## config.mk

```make
export PLATFORM = sky130hd
export DESIGN_NAME = nbr_target
export DESIGN_NICKNAME = d
export VERILOG_FILES = /design/src/rtl/nbr_pkg.sv /design/src/rtl/nbr_seq.sv /design/src/rtl/nbr_addr_asm.sv /design/src/rtl/nbr_bus_drv.sv /design/src/rtl/nbr_target.sv
export SDC_FILE = /design/constraint.sdc
export NUM_CORES = 1
export LEC_CHECK = 0
export BUFFER_PORTS_ARGS = -buffer_cell sky130_fd_sc_hd__buf_4
export CORE_ASPECT_RATIO = 1.1
export CORE_MARGIN = 2
export CORE_UTILIZATION = 25
export CTS_CLUSTER_DIAMETER = 120
export DETAILED_ROUTE_END_ITERATION = 8
export SLEW_MARGIN = 20
export SYNTH_ARGS = -nofsm -noshare
export SYNTH_HDL_FRONTEND = slang
export SYNTH_SLANG_ARGS = --single-unit
```

## constraint.sdc

```tcl
create_clock -name clk -period 1.5 [get_ports clk]
set_input_delay 0.225 -clock clk [delete_from_list [all_inputs] [get_ports clk]]
set_output_delay 0.225 -clock clk [all_outputs]
set_load 0.02 [all_outputs]
```

## src/rtl/nbr_pkg.sv

```systemverilog
package nbr_pkg;

    localparam int NIB_W      = 4;
    localparam int ADDR_NIBS  = 7;
    localparam int ARR_AW     = 19;
    localparam int WAIT_CYC   = 2;
    localparam int BYTE_W     = 8;

    typedef logic [NIB_W-1:0] nib_t;

    localparam nib_t CODE_START = 4'b1101;
    localparam nib_t CODE_TURN  = 4'b1111;
    localparam nib_t CODE_WAIT  = 4'b0101;
    localparam nib_t CODE_READY = 4'b0000;
    localparam nib_t CODE_SIZE1 = 4'b0000;

    typedef enum logic [3:0] {
        PH_IDLE,
        PH_SEL,
        PH_ADDR,
        PH_SIZE,
        PH_TURN_HOST,
        PH_TURN_TGT,
        PH_WAIT,
        PH_READY,
        PH_DATA_LO,
        PH_DATA_HI,
        PH_TURN_END
    } phase_e;

    typedef struct packed {
        logic oe;
        nib_t val;
    } drive_t;

    function automatic logic is_read_start(input logic frame_n, input nib_t nib);
        return (!frame_n) && (nib == CODE_START);
    endfunction

    function automatic nib_t byte_nibble(input logic [BYTE_W-1:0] b, input logic hi);
        return hi ? b[BYTE_W-1 -: NIB_W] : b[NIB_W-1:0];
    endfunction

endpackage

```

## src/rtl/nbr_seq.sv

```systemverilog
module nbr_seq
    import nbr_pkg::*;
#(
    parameter int ADDR_N = ADDR_NIBS,
    parameter int WAIT_N = WAIT_CYC
) (
    input  logic   clk,
    input  logic   rst,
    input  logic   frame_n,
    input  nib_t   bus_i,
    input  nib_t   strap,
    output phase_e phase,
    output logic   shift_en,
    output logic   rd_issue,
    output logic   abort_now
);

    localparam int MAXC = (ADDR_N > WAIT_N) ? ADDR_N : WAIT_N;
    localparam int CW   = $clog2(MAXC + 1);
    localparam logic [CW-1:0] ADDR_LAST = CW'(ADDR_N - 1);
    localparam logic [CW-1:0] WAIT_LAST = CW'(WAIT_N - 1);

    phase_e        ph_q, ph_d;
    logic [CW-1:0] cnt_q, cnt_d;

    always_comb begin
        ph_d      = ph_q;
        cnt_d     = cnt_q;
        abort_now = 1'b0;
        unique case (ph_q)
            PH_IDLE: begin
                if (is_read_start(frame_n, bus_i)) ph_d = PH_SEL;
            end
            PH_SEL: begin
                cnt_d = '0;
                ph_d  = (bus_i == strap) ? PH_ADDR : PH_IDLE;
            end
            PH_ADDR: begin
                if (cnt_q == ADDR_LAST) ph_d = PH_SIZE;
                else                    cnt_d = cnt_q + 1'b1;
            end
            PH_SIZE: begin
                if (bus_i == CODE_SIZE1) begin
                    ph_d = PH_TURN_HOST;
                end else begin
                    ph_d      = PH_IDLE;
                    abort_now = 1'b1;
                end
            end
            PH_TURN_HOST: ph_d = PH_TURN_TGT;
            PH_TURN_TGT: begin
                ph_d  = PH_WAIT;
                cnt_d = '0;
            end
            PH_WAIT: begin
                if (cnt_q == WAIT_LAST) ph_d = PH_READY;
                else                    cnt_d = cnt_q + 1'b1;
            end
            PH_READY:    ph_d = PH_DATA_LO;
            PH_DATA_LO:  ph_d = PH_DATA_HI;
            PH_DATA_HI:  ph_d = PH_TURN_END;
            PH_TURN_END: ph_d = PH_IDLE;
            default:     ph_d = PH_IDLE;
        endcase
        if (ph_q != PH_IDLE && !frame_n) begin
            ph_d      = PH_IDLE;
            abort_now = 1'b1;
        end
    end

    always_ff @(posedge clk) begin
        if (rst) begin
            ph_q  <= PH_IDLE;
            cnt_q <= '0;
        end else begin
            ph_q  <= ph_d;
            cnt_q <= cnt_d;
        end
    end

    assign phase    = ph_q;
    assign shift_en = (ph_q == PH_ADDR);
    assign rd_issue = (ph_q == PH_WAIT) && (cnt_q == '0);

endmodule

```

## src/rtl/nbr_addr_asm.sv

```systemverilog
module nbr_addr_asm
    import nbr_pkg::*;
#(
    parameter int OUT_W = ARR_AW
) (
    input  logic             clk,
    input  logic             rst,
    input  logic             shift_en,
    input  nib_t             nib,
    output logic [OUT_W-1:0] addr
);

    logic [OUT_W-1:0] addr_q;

    generate
        if (OUT_W > NIB_W) begin : g_wide
            always_ff @(posedge clk) begin
                if (rst)           addr_q <= '0;
                else if (shift_en) addr_q <= {addr_q[OUT_W-NIB_W-1:0], nib};
            end
        end else begin : g_narrow
            always_ff @(posedge clk) begin
                if (rst)           addr_q <= '0;
                else if (shift_en) addr_q <= nib[OUT_W-1:0];
            end
        end
    endgenerate

    assign addr = addr_q;

endmodule

```

## src/rtl/nbr_bus_drv.sv

```systemverilog
module nbr_bus_drv
    import nbr_pkg::*;
(
    input  phase_e            phase,
    input  logic [BYTE_W-1:0] data_q,
    output nib_t              bus_o,
    output logic              bus_oe
);

    drive_t drv;

    always_comb begin
        drv = '{oe: 1'b0, val: CODE_TURN};
        unique case (phase)
            PH_TURN_TGT: drv = '{oe: 1'b1, val: CODE_TURN};
            PH_WAIT:     drv = '{oe: 1'b1, val: CODE_WAIT};
            PH_READY:    drv = '{oe: 1'b1, val: CODE_READY};
            PH_DATA_LO:  drv = '{oe: 1'b1, val: byte_nibble(data_q, 1'b0)};
            PH_DATA_HI:  drv = '{oe: 1'b1, val: byte_nibble(data_q, 1'b1)};
            PH_TURN_END: drv = '{oe: 1'b1, val: CODE_TURN};
            default:     drv = '{oe: 1'b0, val: CODE_TURN};
        endcase
    end

    assign bus_o  = drv.val;
    assign bus_oe = drv.oe;

endmodule

```

## src/rtl/nbr_target.sv

```systemverilog
module nbr_target
    import nbr_pkg::*;
#(
    parameter int ADDR_N = ADDR_NIBS,
    parameter int AW     = ARR_AW,
    parameter int WAIT_N = WAIT_CYC
) (
    input  logic              clk,
    input  logic              rst,
    input  logic              frame_n,
    input  logic [3:0]        bus_i,
    output logic [3:0]        bus_o,
    output logic              bus_oe,
    input  logic [3:0]        strap,
    output logic [AW-1:0]     arr_addr,
    output logic              arr_rd,
    input  logic [BYTE_W-1:0] arr_rdata,
    output logic              abort_o
);

    phase_e            phase;
    logic              shift_en, rd_issue, abort_now;
    logic              rd_q, abort_q;
    logic [BYTE_W-1:0] data_q;

    nbr_seq #(.ADDR_N(ADDR_N), .WAIT_N(WAIT_N)) u_seq (
        .clk       (clk),
        .rst       (rst),
        .frame_n   (frame_n),
        .bus_i     (bus_i),
        .strap     (strap),
        .phase     (phase),
        .shift_en  (shift_en),
        .rd_issue  (rd_issue),
        .abort_now (abort_now)
    );

    nbr_addr_asm #(.OUT_W(AW)) u_addr (
        .clk      (clk),
        .rst      (rst),
        .shift_en (shift_en),
        .nib      (bus_i),
        .addr     (arr_addr)
    );

    always_ff @(posedge clk) begin
        if (rst) begin
            rd_q    <= 1'b0;
            abort_q <= 1'b0;
            data_q  <= '0;
        end else begin
            rd_q    <= rd_issue;
            abort_q <= abort_now;
            if (rd_q) data_q <= arr_rdata;
        end
    end

    nbr_bus_drv u_drv (
        .phase  (phase),
        .data_q (data_q),
        .bus_o  (bus_o),
        .bus_oe (bus_oe)
    );

    assign arr_rd  = rd_issue;
    assign abort_o = abort_q;

endmodule

```

# After elaboration in Yosys (flattened, before gate mapping)
# Index checks and enable logic that the tools add are counted.
[classes] addsub=1 n_mul=0 div=0 n_lt_le_gt_ge=0 n_eq_ne=19 shift=0 mux=13 n_bitwise=0 n_reduce_logical=14
[op_table] op="4-bit one-hot mux with 10 select lines" count=1
[op_table] op="5-bit one-hot mux with 5 select lines" count=1
[op_table] op="4-bit by 3-bit equality test with 1-bit output (second input constant)" count=4
[op_table] op="4-bit equality test (second input constant)" count=4
[op_table] op="4-bit two-way mux" count=3
[op_table] op="3-bit two-way mux" count=3
[op_table] op="3-bit one-hot mux with 3 select lines" count=1
[op_table] op="4-bit by 2-bit equality test with 1-bit output (second input constant)" count=2
[op_table] op="4-bit logical NOT" count=2
[op_table] op="2-bit != test (second input constant)" count=3
[op_table] op="3-bit AND reduction" count=2
[op_table] op="2-bit OR reduction" count=3
[op_table] op="4-bit by 1-bit equality test with 1-bit output (second input constant)" count=1
[op_table] op="4-bit equality test" count=1
[op_table] op="2-bit by 1-bit != test with 1-bit output (second input constant)" count=2
[op_table] op="4-bit nonzero test" count=1
[op_table] op="3-bit by 1-bit adder with 3-bit output (second input constant)" count=1
[op_table] op="3-bit by 1-bit equality test with 1-bit output (second input constant)" count=1
[op_table] op="3-bit equality test (second input constant)" count=1
[op_table] op="1-bit logical AND" count=3
[op_table] op="3-bit logical NOT" count=1
[op_table] op="1-bit two-way mux" count=3
[op_table] op="3-bit nonzero test" count=1
[op_table] op="2-bit two-way mux" count=1
[op_table] op="1-bit logical NOT" count=1
[word_totals] regBits=36 latchBits=0 ram_bits=0 romBits=0 memories=0

# Depth between registers and ports, before layout
[logic_depth] ltp_word=4 mapped_depth=6 mapped_depth_nobuf=5

# Modules after synthesis
# Synthesis repeated with hierarchy kept, for this count alone.
[unflattened] cells_unflattened=184 area_unflattened_um2=1737.9
[modules_own_cells] mod="nbr_addr_asm" n_inst=1 cells_per_inst=61 area_each_um2=683.2
[modules_own_cells] mod="nbr_seq" n_inst=1 cells_per_inst=77 area_each_um2=580.6
[modules_own_cells] mod="nbr_target" n_inst=1 cells_per_inst=30 area_each_um2=339.1
[modules_own_cells] mod="nbr_bus_drv" n_inst=1 cells_per_inst=16 area_each_um2=135.1

# Least setup slack after synthesis
# Ideal clock, no wire load.
[synth_timing] path_kind="reg-to-output" startpoint="register u_seq.ph_q[0], in the netlist u_seq.phase[0]" endpoint="output port bus_oe" arrival_time_ps=1212 t_required_ps=1275 slack_ps=63 stages_incl_launch_ff=5 path_buffers=2 path_cell_list="dfxtp_1 -> buf_6 -> buf_2 -> o21ai_0 -> o21ai_0"
[synth_between] elab_chain_len=3
[synth_rtl] element="start: declaration" line_no="nbr_seq.sv:23" source="phase_e ph_q, ph_d;"
[synth_rtl] element="start signal: assignment" line_no="nbr_seq.sv:76" source="ph_q <= ph_d;"
[synth_rtl] element="4-bit by 3-bit equality test with 1-bit output / 4-bit equality test (equally long branches)" line_no="nbr_bus_drv.sv:14" source="unique case (phase)"
[synth_rtl] element="2-bit OR reduction (no source line)"
[synth_rtl] element="5-bit one-hot mux with 5 select lines *" line_no="nbr_bus_drv.sv:14"
[synth_rtl] element="end: declaration" line_no="nbr_target.sv:13" source="output logic bus_oe,"
# Mark *: on every way between the ends. The rest lies on a longest branch, timed or not.

# Final worst setup path
[layout_timing] startpoint="register u_seq.ph_q[1], in the netlist u_seq.phase[1]" endpoint="output port bus_o[2]"
[layout_between] elab_chain_len=3
[layout_rtl] element="4-bit by 3-bit equality test with 1-bit output / 4-bit equality test (equally long branches)" line_no="nbr_bus_drv.sv:14"
[layout_rtl] element="2-bit OR reduction (no source line)"
[layout_rtl] element="5-bit one-hot mux with 5 select lines *" line_no="nbr_bus_drv.sv:14"
[layout_rtl] element="end: declaration" line_no="nbr_target.sv:12" source="output logic [3:0] bus_o,"
# Marked as above.

==> Implementation_results.wiki <==
{| class="wikitable"
! Metric !! Value
|-
| Result of the run || finished, violations left
|-
| Violated checks || setup timing
|-
| Register-to-Register Path Depth || 5
|-
| Fmax || ~650 MHz
|-
| Syn-to-layout area delta || 60.04%
|-
| Top_reg_cell synth || sky130_fd_sc_hd__dfxtp_1
|-
| Distinct cells, synth || 40
|-
| Net Count, Synth || approximately 210
|-
| Share of synthesized registers carrying an async set or reset || 0
|-
| Maximum level of the CTS H-tree || 2
|-
| Critical path capture point type || primary output
|-
| Global routing usage summed across all routing layers || 0.1190
|-
| Critical path's slowest cell || sky130_fd_sc_hd__dfxtp_4
|-
| Final Critical Period || about 1500 ps
|-
| Worst min-delay path class || in -> reg
|-
| Mapped Avg Cell Area || approximately 9 um^2
|-
| Total die area || roughly 0.0073 mm^2
|-
| Final hold violations || 0
|-
| Number of clock sinks || 36
|-
| Power after layout || 1.897 mW
|-
| IO Port Bufs || 44
|-
| Proportion of synthesized chip area in sequential cells || 0.4318
|-
| Static Leak || ~1 nW
|-
| Clock latency on the worst-skew pair || just under 300 ps
|-
| Fin worst setup slack || -35.00 ps
|-
| Synth Cell Area || 0.001669 mm^2
|-
| Initial antenna violation count || 0
|-
| Highest cell delay on the worst timing path || 360 ps
|-
| Startpoint types || flip-flop
|-
| GRT overflow || 0
|-
| Synthesized netlist cell count || around 190
|-
| Post-detailed-route DRC marker count || 0
|-
| Die height || 89.70 um
|-
| Cts bufs inserted || 5
|-
| Worst supply voltage drop on vdd || between 0.5 and 0.6 mV
|-
| Hold Buf Count CTS || 0
|-
| Class of the most critical setup path || reg -> out
|-
| Worst relative slew slack || 0.6832
|-
| Post-layout nets || 279
|-
| Root buffer cell || sky130_fd_sc_hd__clkbuf_8
|-
| Part of the cycle the worst path needs || 1.023
|-
| Slew at the pin closest to its max-slew limit || about 470 ps
|-
| Horizontal die dimension || 81.91 um
|-
| Standard-cell row count || 31
|-
| Wire length after detailed routing || approximately 4500 um
|-
| RSZ-0062 raised after global routing || true
|-
| Critical-path cell list || and3b_2 -> and2_4 -> a21oi_2 -> buf_6
|-
| Starting density of the core || 0.2561
|-
| CP Max Fanout || 4
|-
| Average wire per standard cell || about 13 um
|-
| Crit path arrival time || about 1300 ps
|-
| Clock transition at the registers of the reported paths || 70 ps
|-
| Final setup violating endpoints || 13
|-
| Detailed placer's ending HPWL || 2788 um
|-
| Post-detailed-route count of antenna-violating nets || 0
|-
| Worst Hold Depth || 3
|-
| CP required || ~1300 ps
|-
| YS warnings || 0
|-
| DR iter-0 viols || 27
|-
| Number of violations of the max-capacitance limit || 0
|-
| First-pass DRT Iterations || 4
|-
| Number of enable flip-flop cells after synthesis || 0
|-
| TritonCTS clock tree || done
|-
| Number of primary I/O pins || 45
|-
| Final Skew || 4.358 ps
|-
| Vias in the first global route || ~1500
|-
| Antenna diode instance count || 0
|-
| Count of final max-slew check failures || 0
|-
| Total non-filler cell area in the finished layout || ~0.0027 mm^2
|-
| Number of vias per cell after detailed routing || around 4.7
|-
| Maximum clock insertion buffer count || 2
|-
| Number of vias after detailed routing || around 1600
|-
| Floorplan Core Area || 0.006516 mm^2
|-
| Register bit total from synthesis || 36
|-
| Fraction of final layout cells with drive strength greater than 1 || 0.5409
|-
| Power per standard cell area || 710.0 mW/mm^2
|-
| RD Place Congestion || around 0.74
|-
| Standard cell area after detailed placement || between 0.002 and 0.0025 mm^2
|-
| Pin count of the biggest net entering global routing || 21
|-
| First-pass GRT wire length || 6734 um
|}
[stage by stage]
step | setup slack (ps) | util | hold slack [ps] | TNS (ps) | instances
finish | -35.00 | 0.4099 | 175.6 | -128.1 | 339
global route | -63.64 | 0.4099 | 183.7 | -754.0 | 339
CTS | -31.20 | 0.3610 | 169.9 | -67.08 | 333
detailed placement | 9.622 | 0.3255 | 450.5 | 0 | 316
global placement | 41.66 | 0.3255 | 444.2 | 0 | 316
floorplan | 62.50 | - | 361.0 | 0 | 191
[timing repair]
action	in CTS	in global routing
pin swaps	5	32
gates cloned	0	3
setup endpoints to repair	6	29
resized for setup	20	64
buffers inserted	9	3
[flip-flops by register name, summed over array words and instances, names as in the netlist]
signal	count
u_addr.addr	19
data_q	8
u_seq.phase	4
u_seq.cnt_q	3
abort_o	1
rd_q	1
[layout make-up]
| class | count | area [um^2] |
|---|---|---|
| Inverter | 5 | 18.77 |
| Timing Repair Buffer | 71 | 618.1 |
| Fill cell | 656 | 3845 |
| Clock inverter | 3 | 42.54 |
| Tap cell | 82 | 102.6 |
| Clock buffer | 5 | 68.82 |
| Sequential cell | 36 | 737.0 |
| Multi-Input combinational cell | 137 | 1084 |
[report_power, final]
| part | switching [mW] | total [mW] | internal (mW) |
|---|---|---|---|
| sequential | 0.000825 | 0.949 | 0.948 |
| combinational | 0.0460 | 0.0941 | 0.0481 |
| clock | 0.362 | 0.853 | 0.492 |
| total | 0.408 | 1.90 | 1.49 |
[Yosys cell counts, types with 4 or more instances]
master / count / area share
sky130_fd_sc_hd__o21ai_0: 4 / 0.012
sky130_fd_sc_hd__dfxtp_1: 36 / 0.43
sky130_fd_sc_hd__nor2_1: 12 / 0.027
sky130_fd_sc_hd__inv_1: 5 / 0.011
sky130_fd_sc_hd__clkbuf_1: 5 / 0.011
sky130_fd_sc_hd__nor3_1: 4 / 0.012
sky130_fd_sc_hd__buf_2: 4 / 0.012
sky130_fd_sc_hd__nand2_1: 40 / 0.090
sky130_fd_sc_hd__mux2i_1: 12 / 0.072
sky130_fd_sc_hd__ha_1: 4 / 0.030
sky130_fd_sc_hd__xnor2_1: 4 / 0.021
sky130_fd_sc_hd__a21oi_1: 24 / 0.072
[worst max-delay path: cells and delay by family (launching register included)]
kind            cells  cell delay, ps
compound gates      1             130
simple gates        2             390
buf+inv             1             140
flops               1             360
[placed cells by master (no fill, tap or decap), types with 4 or more instances in the layout]
| cell | count |
|---|---|
| sky130_fd_sc_hd__buf_4 | 60 |
| sky130_fd_sc_hd__dfxtp_1 | 31 |
| sky130_fd_sc_hd__a21oi_2 | 21 |
| sky130_fd_sc_hd__nand2_1 | 21 |
| sky130_fd_sc_hd__nor2_1 | 12 |
| sky130_fd_sc_hd__nand2_4 | 12 |
| sky130_fd_sc_hd__mux2i_1 | 10 |
| sky130_fd_sc_hd__nand2_2 | 8 |
| sky130_fd_sc_hd__buf_6 | 6 |
| sky130_fd_sc_hd__inv_1 | 5 |
| sky130_fd_sc_hd__clkbuf_8 | 5 |
| sky130_fd_sc_hd__xnor2_1 | 4 |
| sky130_fd_sc_hd__ha_1 | 4 |
| sky130_fd_sc_hd__dfxtp_4 | 4 |
[cells by family after synthesis]
| group | Yosys count | share of synthesized area |
|---|---|---|
| xor+xnor | 4 | 0.02099 |
| mux | 14 | 0.08546 |
| compound gates | 37 | 0.1297 |
| simple gates | 78 | 0.2406 |
| fa+ha+maj | 4 | 0.02999 |
| flops | 36 | 0.4318 |
| buf+inv | 18 | 0.06147 |
[routing by layer]
| metal | vias to the layer above | track usage | routed length, um |
|---|---|---|---|
| li1 | 795 | - | - |
| met1 | 740 | 0.1401 | 1972 |
| met2 | 34 | 0.2069 | 2313 |
| met3 | 8 | 0.03100 | 174 |
| met4 | 0 | 0.04545 | 55 |
| met5 | - | 0 | 0 |
[final timing paths]
| kind | slack, ps | to | from |
|---|---|---|---|
| max reg2reg | -10 | u_addr.addr[6]$_SDFFE_PP0P_ | u_seq.phase[2]$_SDFFE_PP0P_ |
| max | -30 | bus_o[2] | u_seq.phase[1]$_SDFFE_PP0P_ |
| min | 180 | data_q[1]$_SDFFE_PP0P_ | arr_rdata[1] |
| min reg2reg | 470 | u_addr.addr[16]$_SDFFE_PP0P_ | u_addr.addr[16]$_SDFFE_PP0P_ |
(Power assumes the default switching activity.)
